==> src/rtl/crc_bw_pkg.sv <==
package crc_bw_pkg;

    localparam int unsigned WORD_W = 64;
    localparam int unsigned CRC_W  = 32;
    localparam int unsigned BYTES  = WORD_W / 8;
    localparam int unsigned CNT_W  = $clog2(BYTES);
    localparam int unsigned SH_W   = $clog2(WORD_W) + 1;

    // Barrett quotients floor(x^96 / P) with the x^64 term dropped
    localparam logic [WORD_W-1:0] QT_REFL_CRC32  = 64'h5a72d812fb808b20;
    localparam logic [WORD_W-1:0] QT_REFL_CRC32C = 64'ha434f61c6f5389f8;
    localparam logic [WORD_W-1:0] QT_MSB_CRC32   = 64'h04d101df481b4e5a;

    localparam logic [CRC_W-1:0] POLY_REFL_CRC32  = 32'hEDB88320;
    localparam logic [CRC_W-1:0] POLY_REFL_CRC32C = 32'h82F63B78;
    localparam logic [CRC_W-1:0] POLY_MSB_CRC32   = 32'h04C11DB7;

    typedef enum logic [1:0] {
        MODE_REFL_CRC32  = 2'd0,
        MODE_REFL_CRC32C = 2'd1,
        MODE_MSB_CRC32   = 2'd2,
        MODE_MSB_ALIAS   = 2'd3
    } crc_mode_e;

    typedef struct packed {
        logic              msb_first;
        logic [WORD_W-1:0] qt;
        logic [CRC_W-1:0]  poly;
    } mode_cfg_t;

    // Folded word ready for the quotient multiply
    typedef struct packed {
        logic              msb_first;
        logic [CRC_W-1:0]  poly;
        logic [WORD_W-1:0] qt;
        logic [WORD_W-1:0] s;
        logic [CRC_W-1:0]  resid;
    } prep_t;

    // Registered state between the two multiplies
    typedef struct packed {
        logic              msb_first;
        logic [CRC_W-1:0]  poly;
        logic [WORD_W-1:0] t;
        logic [CRC_W-1:0]  resid;
    } mid_t;

    function automatic mode_cfg_t mode_cfg(input logic [1:0] mode);
        mode_cfg_t c;
        case (crc_mode_e'(mode))
            MODE_REFL_CRC32:  c = '{msb_first: 1'b0, qt: QT_REFL_CRC32,  poly: POLY_REFL_CRC32};
            MODE_REFL_CRC32C: c = '{msb_first: 1'b0, qt: QT_REFL_CRC32C, poly: POLY_REFL_CRC32C};
            default:          c = '{msb_first: 1'b1, qt: QT_MSB_CRC32,   poly: POLY_MSB_CRC32};
        endcase
        return c;
    endfunction

    // Full carry-less product of two words
    function automatic logic [2*WORD_W-1:0] clmul_full(input logic [WORD_W-1:0] a,
                                                        input logic [WORD_W-1:0] b);
        logic [2*WORD_W-1:0] acc;
        acc = '0;
        for (int i = 0; i < WORD_W; i++) begin
            if (b[i]) acc = acc ^ ({{WORD_W{1'b0}}, a} << i);
        end
        return acc;
    endfunction

    // One word-wide window of the product, starting at bit sh
    function automatic logic [WORD_W-1:0] clmul_win(input logic [WORD_W-1:0] a,
                                                     input logic [WORD_W-1:0] b,
                                                     input int unsigned sh);
        return WORD_W'(clmul_full(a, b) >> sh);
    endfunction

endpackage

==> src/rtl/crc_bw_prep.sv <==
module crc_bw_prep
    import crc_bw_pkg::*;
(
    input  logic [CRC_W-1:0]  crc,
    input  logic [WORD_W-1:0] data,
    input  logic [CNT_W-1:0]  len_m1,
    input  logic [1:0]        mode,
    output prep_t             prep
);

    logic [WORD_W-1:0] masked;
    logic [WORD_W-1:0] swapped;

    for (genvar k = 0; k < BYTES; k++) begin : g_byte
        assign masked[8*k +: 8] = (CNT_W'(k) <= len_m1) ? data[8*k +: 8] : 8'h00;
        assign swapped[8*(BYTES-1-k) +: 8] = masked[8*k +: 8];
    end

    always_comb begin
        logic [CNT_W:0]    nbytes;
        logic [SH_W-1:0]   nbits;
        logic [SH_W-1:0]   gap;
        logic              short_word;
        mode_cfg_t         cfg;
        logic [WORD_W-1:0] s;
        logic [CRC_W-1:0]  resid;

        nbytes     = (CNT_W+1)'(len_m1) + (CNT_W+1)'(1);
        nbits      = SH_W'(nbytes) << 3;
        gap        = SH_W'(WORD_W) - nbits;
        short_word = nbits < SH_W'(CRC_W);
        cfg        = mode_cfg(mode);

        if (!cfg.msb_first) begin
            // bytes sit at the top of the word, state aligned with them
            s     = (masked ^ WORD_W'(crc)) << gap;
            resid = short_word ? (crc >> nbits) : '0;
        end else begin
            // bytes packed first-most-significant into the low bits
            s = swapped >> gap;
            if (short_word) begin
                s     = s ^ WORD_W'(crc >> (SH_W'(CRC_W) - nbits));
                resid = crc << nbits;
            end else begin
                s     = s ^ (WORD_W'(crc) << (nbits - SH_W'(CRC_W)));
                resid = '0;
            end
        end

        prep = '{msb_first: cfg.msb_first, poly: cfg.poly, qt: cfg.qt, s: s, resid: resid};
    end

endmodule

==> src/rtl/crc_bw_quot_stage.sv <==
module crc_bw_quot_stage
    import crc_bw_pkg::*;
(
    input  logic  clk,
    input  logic  rst,
    input  logic  in_valid,
    input  prep_t in_prep,
    output logic  mid_valid,
    output mid_t  mid
);

    mid_t mid_d;

    always_comb begin
        logic [WORD_W-1:0] lo;
        logic [WORD_W-1:0] hi;
        lo = clmul_win(in_prep.s, in_prep.qt, 0);
        hi = clmul_win(in_prep.s, in_prep.qt, WORD_W);
        mid_d.msb_first = in_prep.msb_first;
        mid_d.poly      = in_prep.poly;
        mid_d.resid     = in_prep.resid;
        // reflected: high part recovered from the low product moved up one bit
        mid_d.t = in_prep.msb_first ? (hi ^ in_prep.s) : ((lo << 1) ^ in_prep.s);
    end

    always_ff @(posedge clk) begin
        if (rst) begin
            mid_valid <= 1'b0;
            mid       <= '0;
        end else begin
            mid_valid <= in_valid;
            if (in_valid) mid <= mid_d;
        end
    end

endmodule

==> src/rtl/crc_bw_poly_stage.sv <==
module crc_bw_poly_stage
    import crc_bw_pkg::*;
(
    input  logic             clk,
    input  logic             rst,
    input  logic             mid_valid,
    input  mid_t             mid,
    output logic [CRC_W-1:0] crc,
    output logic             done
);

    logic [CRC_W-1:0] crc_d;

    always_comb begin
        logic [WORD_W-1:0] pw;
        logic [CRC_W-1:0]  red;
        pw = WORD_W'(mid.poly);
        // reflected result lives at product bits 94:63, MSB-first at 31:0
        red   = mid.msb_first ? CRC_W'(clmul_win(mid.t, pw, 0))
                              : CRC_W'(clmul_win(mid.t, pw, WORD_W - 1));
        crc_d = red ^ mid.resid;
    end

    always_ff @(posedge clk) begin
        if (rst) begin
            crc  <= '0;
            done <= 1'b0;
        end else begin
            done <= mid_valid;
            if (mid_valid) crc <= crc_d;
        end
    end

endmodule

==> src/rtl/crc_bw_engine.sv <==
module crc_bw_engine
    import crc_bw_pkg::*;
(
    input  logic                clk,
    input  logic                rst,
    input  logic                in_valid,
    input  logic [CRC_W-1:0]    in_crc,
    input  logic [WORD_W-1:0]   in_data,
    input  logic [CNT_W-1:0]    in_len_m1,
    input  logic [1:0]          in_mode,
    output logic [CRC_W-1:0]    out_crc,
    output logic                out_done
);

    prep_t prep;
    mid_t  mid;
    logic  mid_valid;

    crc_bw_prep u_prep (
        .crc    (in_crc),
        .data   (in_data),
        .len_m1 (in_len_m1),
        .mode   (in_mode),
        .prep   (prep)
    );

    crc_bw_quot_stage u_quot (
        .clk       (clk),
        .rst       (rst),
        .in_valid  (in_valid),
        .in_prep   (prep),
        .mid_valid (mid_valid),
        .mid       (mid)
    );

    crc_bw_poly_stage u_poly (
        .clk       (clk),
        .rst       (rst),
        .mid_valid (mid_valid),
        .mid       (mid),
        .crc       (out_crc),
        .done      (out_done)
    );

endmodule

==> config.mk <==
export PLATFORM = sky130hd
export DESIGN_NAME = crc_bw_engine
export DESIGN_NICKNAME = d
export VERILOG_FILES = /design/src/rtl/crc_bw_pkg.sv /design/src/rtl/crc_bw_prep.sv /design/src/rtl/crc_bw_quot_stage.sv /design/src/rtl/crc_bw_poly_stage.sv /design/src/rtl/crc_bw_engine.sv
export SDC_FILE = /design/constraint.sdc
export NUM_CORES = 2
export LEC_CHECK = 0
export ABC_AREA = 1
export BUFFER_PORTS_ARGS = -buffer_cell sky130_fd_sc_hd__clkbuf_2
export CORE_ASPECT_RATIO = 1.5
export CORE_MARGIN = 5
export CORE_UTILIZATION = 40
export CTS_BUF_LIST = sky130_fd_sc_hd__clkbuf_8
export DETAILED_ROUTE_END_ITERATION = 10
export PLACE_DENSITY = 0.62
export SETUP_SLACK_MARGIN = 0.2
export SLEW_MARGIN = 20
export SYNTH_ARGS = -nofsm -noshare
export SYNTH_HDL_FRONTEND = slang
export SYNTH_SLANG_ARGS = --single-unit
==> constraint.sdc <==
create_clock -name clk -period 6.3 [get_ports clk]
set_clock_uncertainty 0.15 [all_clocks]
set_input_delay 0 -clock clk [delete_from_list [all_inputs] [get_ports clk]]
set_output_delay 0 -clock clk [all_outputs]
set_load 0.01 [all_outputs]
==> key figures, run 1 <==
Status
  – Stop err: [ERROR GRT-0116] Global routing finished with congestion. Check the congestion regions in the DRC Viewer.
  – Outcome: aborted with a tool error
  – Failed at: 5_1_grt

Synthesis
  – Synthesis-stage register bit count: 137
  – Primary FF master, synth: dfxtp_1
  – Distinct cells, synth: 71
  – Area leader, netlist: xor2_1
  – Sequential cell area fraction in the yosys report: 5.199%
  – Largest cells by area after synthesis: xor2_1, nand2_1, xnor2_1
  – Share of the synthesized area in the top cell type: 25.79%
  – Post-Syn Instances: 8980
  – Synth Cell Area: 52750 um2
  – Synth top cells by count: nand2_1, xor2_1, xnor2_1
  – Most numerous cell in the Yosys netlist: nand2_1
  – Post-synth EDFFs: 0
  – Syn_area_per_cell: 5.874 um2
  – Synth Net Count: 9089
  – Async set-reset flop share out of synthesis: 0%
  – Ys Warns: 0

Clock tree
  – Root Driver: clkbuf_8
  – CTS buffer count: 17
  – Post-CTS Repair Setup Buffers: 0
  – Clk sinks: 137
  – Clock buffer depth: 2
  – H-tree levels: 4

Global route
  – Gr ovfl total: 6
  – Largest net degree at the start of global routing: 130
  – First-pass GRT wire length: 560000 um
  – Gr usage total: 56.57%
  – Number of global-route vias before repair: 68790

Floorplanning
  – Initial Util: 40.16%
  – I/O Pins: 137
  – Die height: 454.8 um
  – Row Count: 163
  – Die width: 306.5 um

Place
  – Port bufs: 136
  – Routability cong.: 1.252
  – Dpl hpwl: 321600 um
  – Dpl cells: 11190
## stage by stage
step,util (%),worst slack [ns],area (um2)
2_1_floorplan,-,1.649,52750
3_3_place_gp,45.30,-0.02053,59500
3_5_place_dp,45.31,-0.1113,59510
4_1_cts,46.06,0.5102,60490
## metal layers
layer	GRT usage (%)	overflow
met1	58.56	0
met2	82.29	3
met3	23.14	0
met4	62.08	3
met5	0.7524	0
## logic make-up after synthesis
| family | after synthesis | synth area share, % |
|---|---|---|
| compound gates | 1354 | 13.96 |
| xor+xnor | 2382 | 39.95 |
| fa+ha+maj | 5 | 0.1186 |
| buf+inv | 1112 | 8.776 |
| flops | 137 | 5.199 |
| mux | 4 | 0.07591 |
| simple gates | 3986 | 31.91 |
## timing repair
action | CTS
resized for setup | 0
endpoints found under the hold margin | 43
hold buffers | 58
endpoints found under the setup margin | 0
==> inputs of run 2 (changes only) <==
--- a/config.mk
+++ b/config.mk
@@ -7,13 +7,10 @@
 export LEC_CHECK = 0
 export ABC_AREA = 1
 export BUFFER_PORTS_ARGS = -buffer_cell sky130_fd_sc_hd__clkbuf_2
-export CORE_ASPECT_RATIO = 1.5
 export CORE_MARGIN = 5
-export CORE_UTILIZATION = 40
-export CTS_BUF_LIST = sky130_fd_sc_hd__clkbuf_8
+export CORE_UTILIZATION = 25
 export DETAILED_ROUTE_END_ITERATION = 10
-export PLACE_DENSITY = 0.62
-export SETUP_SLACK_MARGIN = 0.2
+export PLACE_DENSITY_LB_ADDON = 0.15
 export SLEW_MARGIN = 20
 export SYNTH_ARGS = -nofsm -noshare
 export SYNTH_HDL_FRONTEND = slang
==> run 2 against run 1 <==
Net effect: the flow now finishes without violations; synthesized cell count unchanged; synthesized area unchanged.
==> key figures, run 2 <==
Pwr
  – Sw Share: 61.34%
  – Tot Pwr: 34450 uW
  – Maximum VDD drop: 0.0003915 V
  – Cell Int Power: 13320 uW
  – Static leakage: 0.03347 uW
  – Pwr/cell area: 507.3 nW/um2
  – Net Sw Power: 21130 uW
  – Flop pwr share: 5.0%
  – Combinational Power Share: 91.7%
  – Clk pwr share: 3.3%

Routing
  – Initial DRC count: 9673
  – Post-route ant nets: 0
  – DR WL/cell: 31.89 um
  – Total wire length: 417700 um
  – Via count: 68600
  – Router iterations before antenna repair: 6
  – Vias per cell: 5.237
  – DR DRC count: 0

Floorplanning
  – Core area: 209800 um2
  – Die Footprint: 220300 um2
  – Row Count: 168 (+3.1%)
  – Initial Util: 25.14% (-15 points)
  – Die height: 469.3 um (+3.2%)
  – I/O Pins: 137 (unchanged)
  – Die width: 469.3 um (+53%)

Job
  – Max-cap violation count: 0

Cells and area
  – Largest registers: u_quot.mid (103), u_poly.crc (32)
  – Core Util, Final: 32.37%
  – Layout cell share with drive strength beyond 1: 19.82%
  – Most frequent cells in the layout: nand2_1, xor2_1, buf_4, xnor2_1, o21ai_0
  – Layout area overhead: 28.72%
  – Number of flip-flops under the largest register name: 103
  – Sequential Area: 2754 um2
  – Biggest register: u_quot.mid
  – Final net count: 10390
  – Most common cell after layout, fill and taps aside: nand2_1
  – Final non-filler cell total: 13100
  – Footprint of the multi-input gates: 45410 um2
  – Fillers: 24010

Setup path
  – R2R setup slack: 1.61 ns
  – Slowest CP cell: xnor2_2
  – CP most frequent cell: nand2_1
  – Critical path class: input port to flip-flop
  – Required @ worst endpoint: 6.52 ns
  – CP peak stage delay: 0.65 ns
  – Critical Path End Type: flip-flop
  – WP data arrival: 6.38 ns
  – Type of origin of the critical path: input port
  – Crit-path max FO: 18

Timing
  – Min Tclk post-route: 6.160 ns
  – Tcrit/Tclk final: 97.77%
  – Highest clock rate: 162.3 MHz
  – Worst relative slew slack: 20.75%
  – Max-slew violations: 0
  – Fin. Hold Viols: 0
  – Unrepaired setup endpoints after global routing: false
  – Worst slew pin tran: 1.180 ns
  – Setup ws final: 0.1404 ns
  – # setup viols final: 0
  – Hold Slack: 0.05572 ns

Synthesis
  – Async set-reset flop share out of synthesis: 0% (unchanged)
  – Share of the synthesized area in the top cell type: 25.79% (unchanged)
  – Post-synth EDFFs: 0 (unchanged)
  – Synth Cell Area: 52750 um2 (unchanged)
  – Area leader, netlist: xor2_1
  – Synth Net Count: 9089 (unchanged)
  – Most numerous cell in the Yosys netlist: nand2_1
  – Ys Warns: 0 (unchanged)
  – Sequential cell area fraction in the yosys report: 5.199% (unchanged)
  – Distinct cells, synth: 71 (unchanged)
  – Primary FF master, synth: dfxtp_1
  – Synthesis-stage register bit count: 137 (unchanged)
  – Syn_area_per_cell: 5.874 um2 (unchanged)
  – Largest cells by area after synthesis: xor2_1, nand2_1, xnor2_1
  – Synth top cells by count: nand2_1, xor2_1, xnor2_1
  – Post-Syn Instances: 8980 (unchanged)

Global route
  – Initial antenna violation count: 13
  – Gr usage total: 35.95%
  – Number of global-route vias before repair: 64360
  – First-pass GRT wire length: 555900 um
  – Largest net degree at the start of global routing: 85
  – Gr ovfl total: 0

Clock tree
  – Clock buffer depth: 2 (unchanged)
  – Root Driver: clkbuf_16
  – Cts hold-fix bufs: 17 (-71%)
  – Clk sinks: 137 (unchanged)
  – H-tree levels: 4 (unchanged)
  – CTS tree: yes
  – PostCTS Resize Cnt: 0 (unchanged)
  – Clk slew on worst S/H paths: 0.07 ns
  – CTS buffer count: 17 (unchanged)
  – Worst skew pair latency: 0.52 ns
  – Post-CTS Repair Setup Buffers: 0 (unchanged)

Min path
  – Worst min path class: input port to flip-flop

Place
  – Port bufs: 136 (unchanged)
  – Pre-CTS WS: -0.05654 ns (+0.05474 ns)
  – Routability cong.: 1.076 (-14%)
  – Dpl cells: 13050 (+17%)
  – Dpl hpwl: 351500 um (+9.3%)

Status
  – Outcome: complete, no violations
==> run 2: cell counts after synthesis <==
Identical to the previous run, type by type.
==> run 2: logic make-up after synthesis <==
group                      after synthesis  share of synthesized area, %
DFF                                    137                         5.199
buffers and inverters                 1112                         8.776
adders and majority gates                5                        0.1186
muxes                                    4                       0.07591
xor gates and xnor gates              2382                         39.95
AOI/OAI and AO/OA                     1354                         13.96
and+or+nand+nor                       3986                         31.91
==> run 2: area by class of cell <==
cell class | instances | area share (%)
antenna | 5 | 0.01843
clock buffer | 19 | 0.6689
clock inverter | 13 | 0.2119
inverter | 712 | 3.991
multi-input combinational | 7731 | 66.87
sequential | 137 | 4.056
tap | 2805 | 5.169
timing repair buffer | 1677 | 19.01
==> run 2: layer usage <==
metal  routed length, um  track usage, %  up-vias
li1                    -               -    30970
met1              169600           46.14    32640
met2              176500           54.92     4112
met3               35600           5.850      878
met4               35980           24.84        2
met5                  14               0        -
==> run 2: power groups by stage <==
stage / registers [uW] / clock network (uW) / logic [uW]
2_1_floorplan: 1150 / 0 / 14700
6_report: 1730 / 1130 / 31600
5_1_grt: 1720 / 1170 / 32400
4_1_cts: 1690 / 1150 / 30600
3_3_place_gp: 1710 / 0 / 30500
3_5_place_dp: 1710 / 0 / 30500
==> run 2: path summary, 6_finish.rpt <==
path | cells past startpoint | from | to
max | 34 | in_len_m1[1] | u_quot.mid[80]
min | 7 | in_len_m1[1] | u_quot.mid[3]
max reg2reg | 11 | u_quot.mid[94] | u_poly.crc[2]
min reg2reg | 2 | u_quot.mid[25] | u_quot.mid[25]
==> run 2: per-stage QoR <==
step,setup TNS (ns),cell area (um2)
3_5_place_dp,-0.05860,67120
4_1_cts,0,67890
3_3_place_gp,-0.1332,67120
5_1_grt,0,67890
6_report,0,67900
2_1_floorplan,0,52750
==> run 2: critical path: cells and delay by family <==
family	cells	cell delay (ns)
adder cells (fa/ha/maj)	3	0.83
AO/OA/AOI/OAI	3	0.28
buffers and inverters	8	1.33
XOR/XNOR	3	1.48
AND/OR/NAND/NOR	17	2.42
No activity file was read; power rests on OpenSTA's default activity.
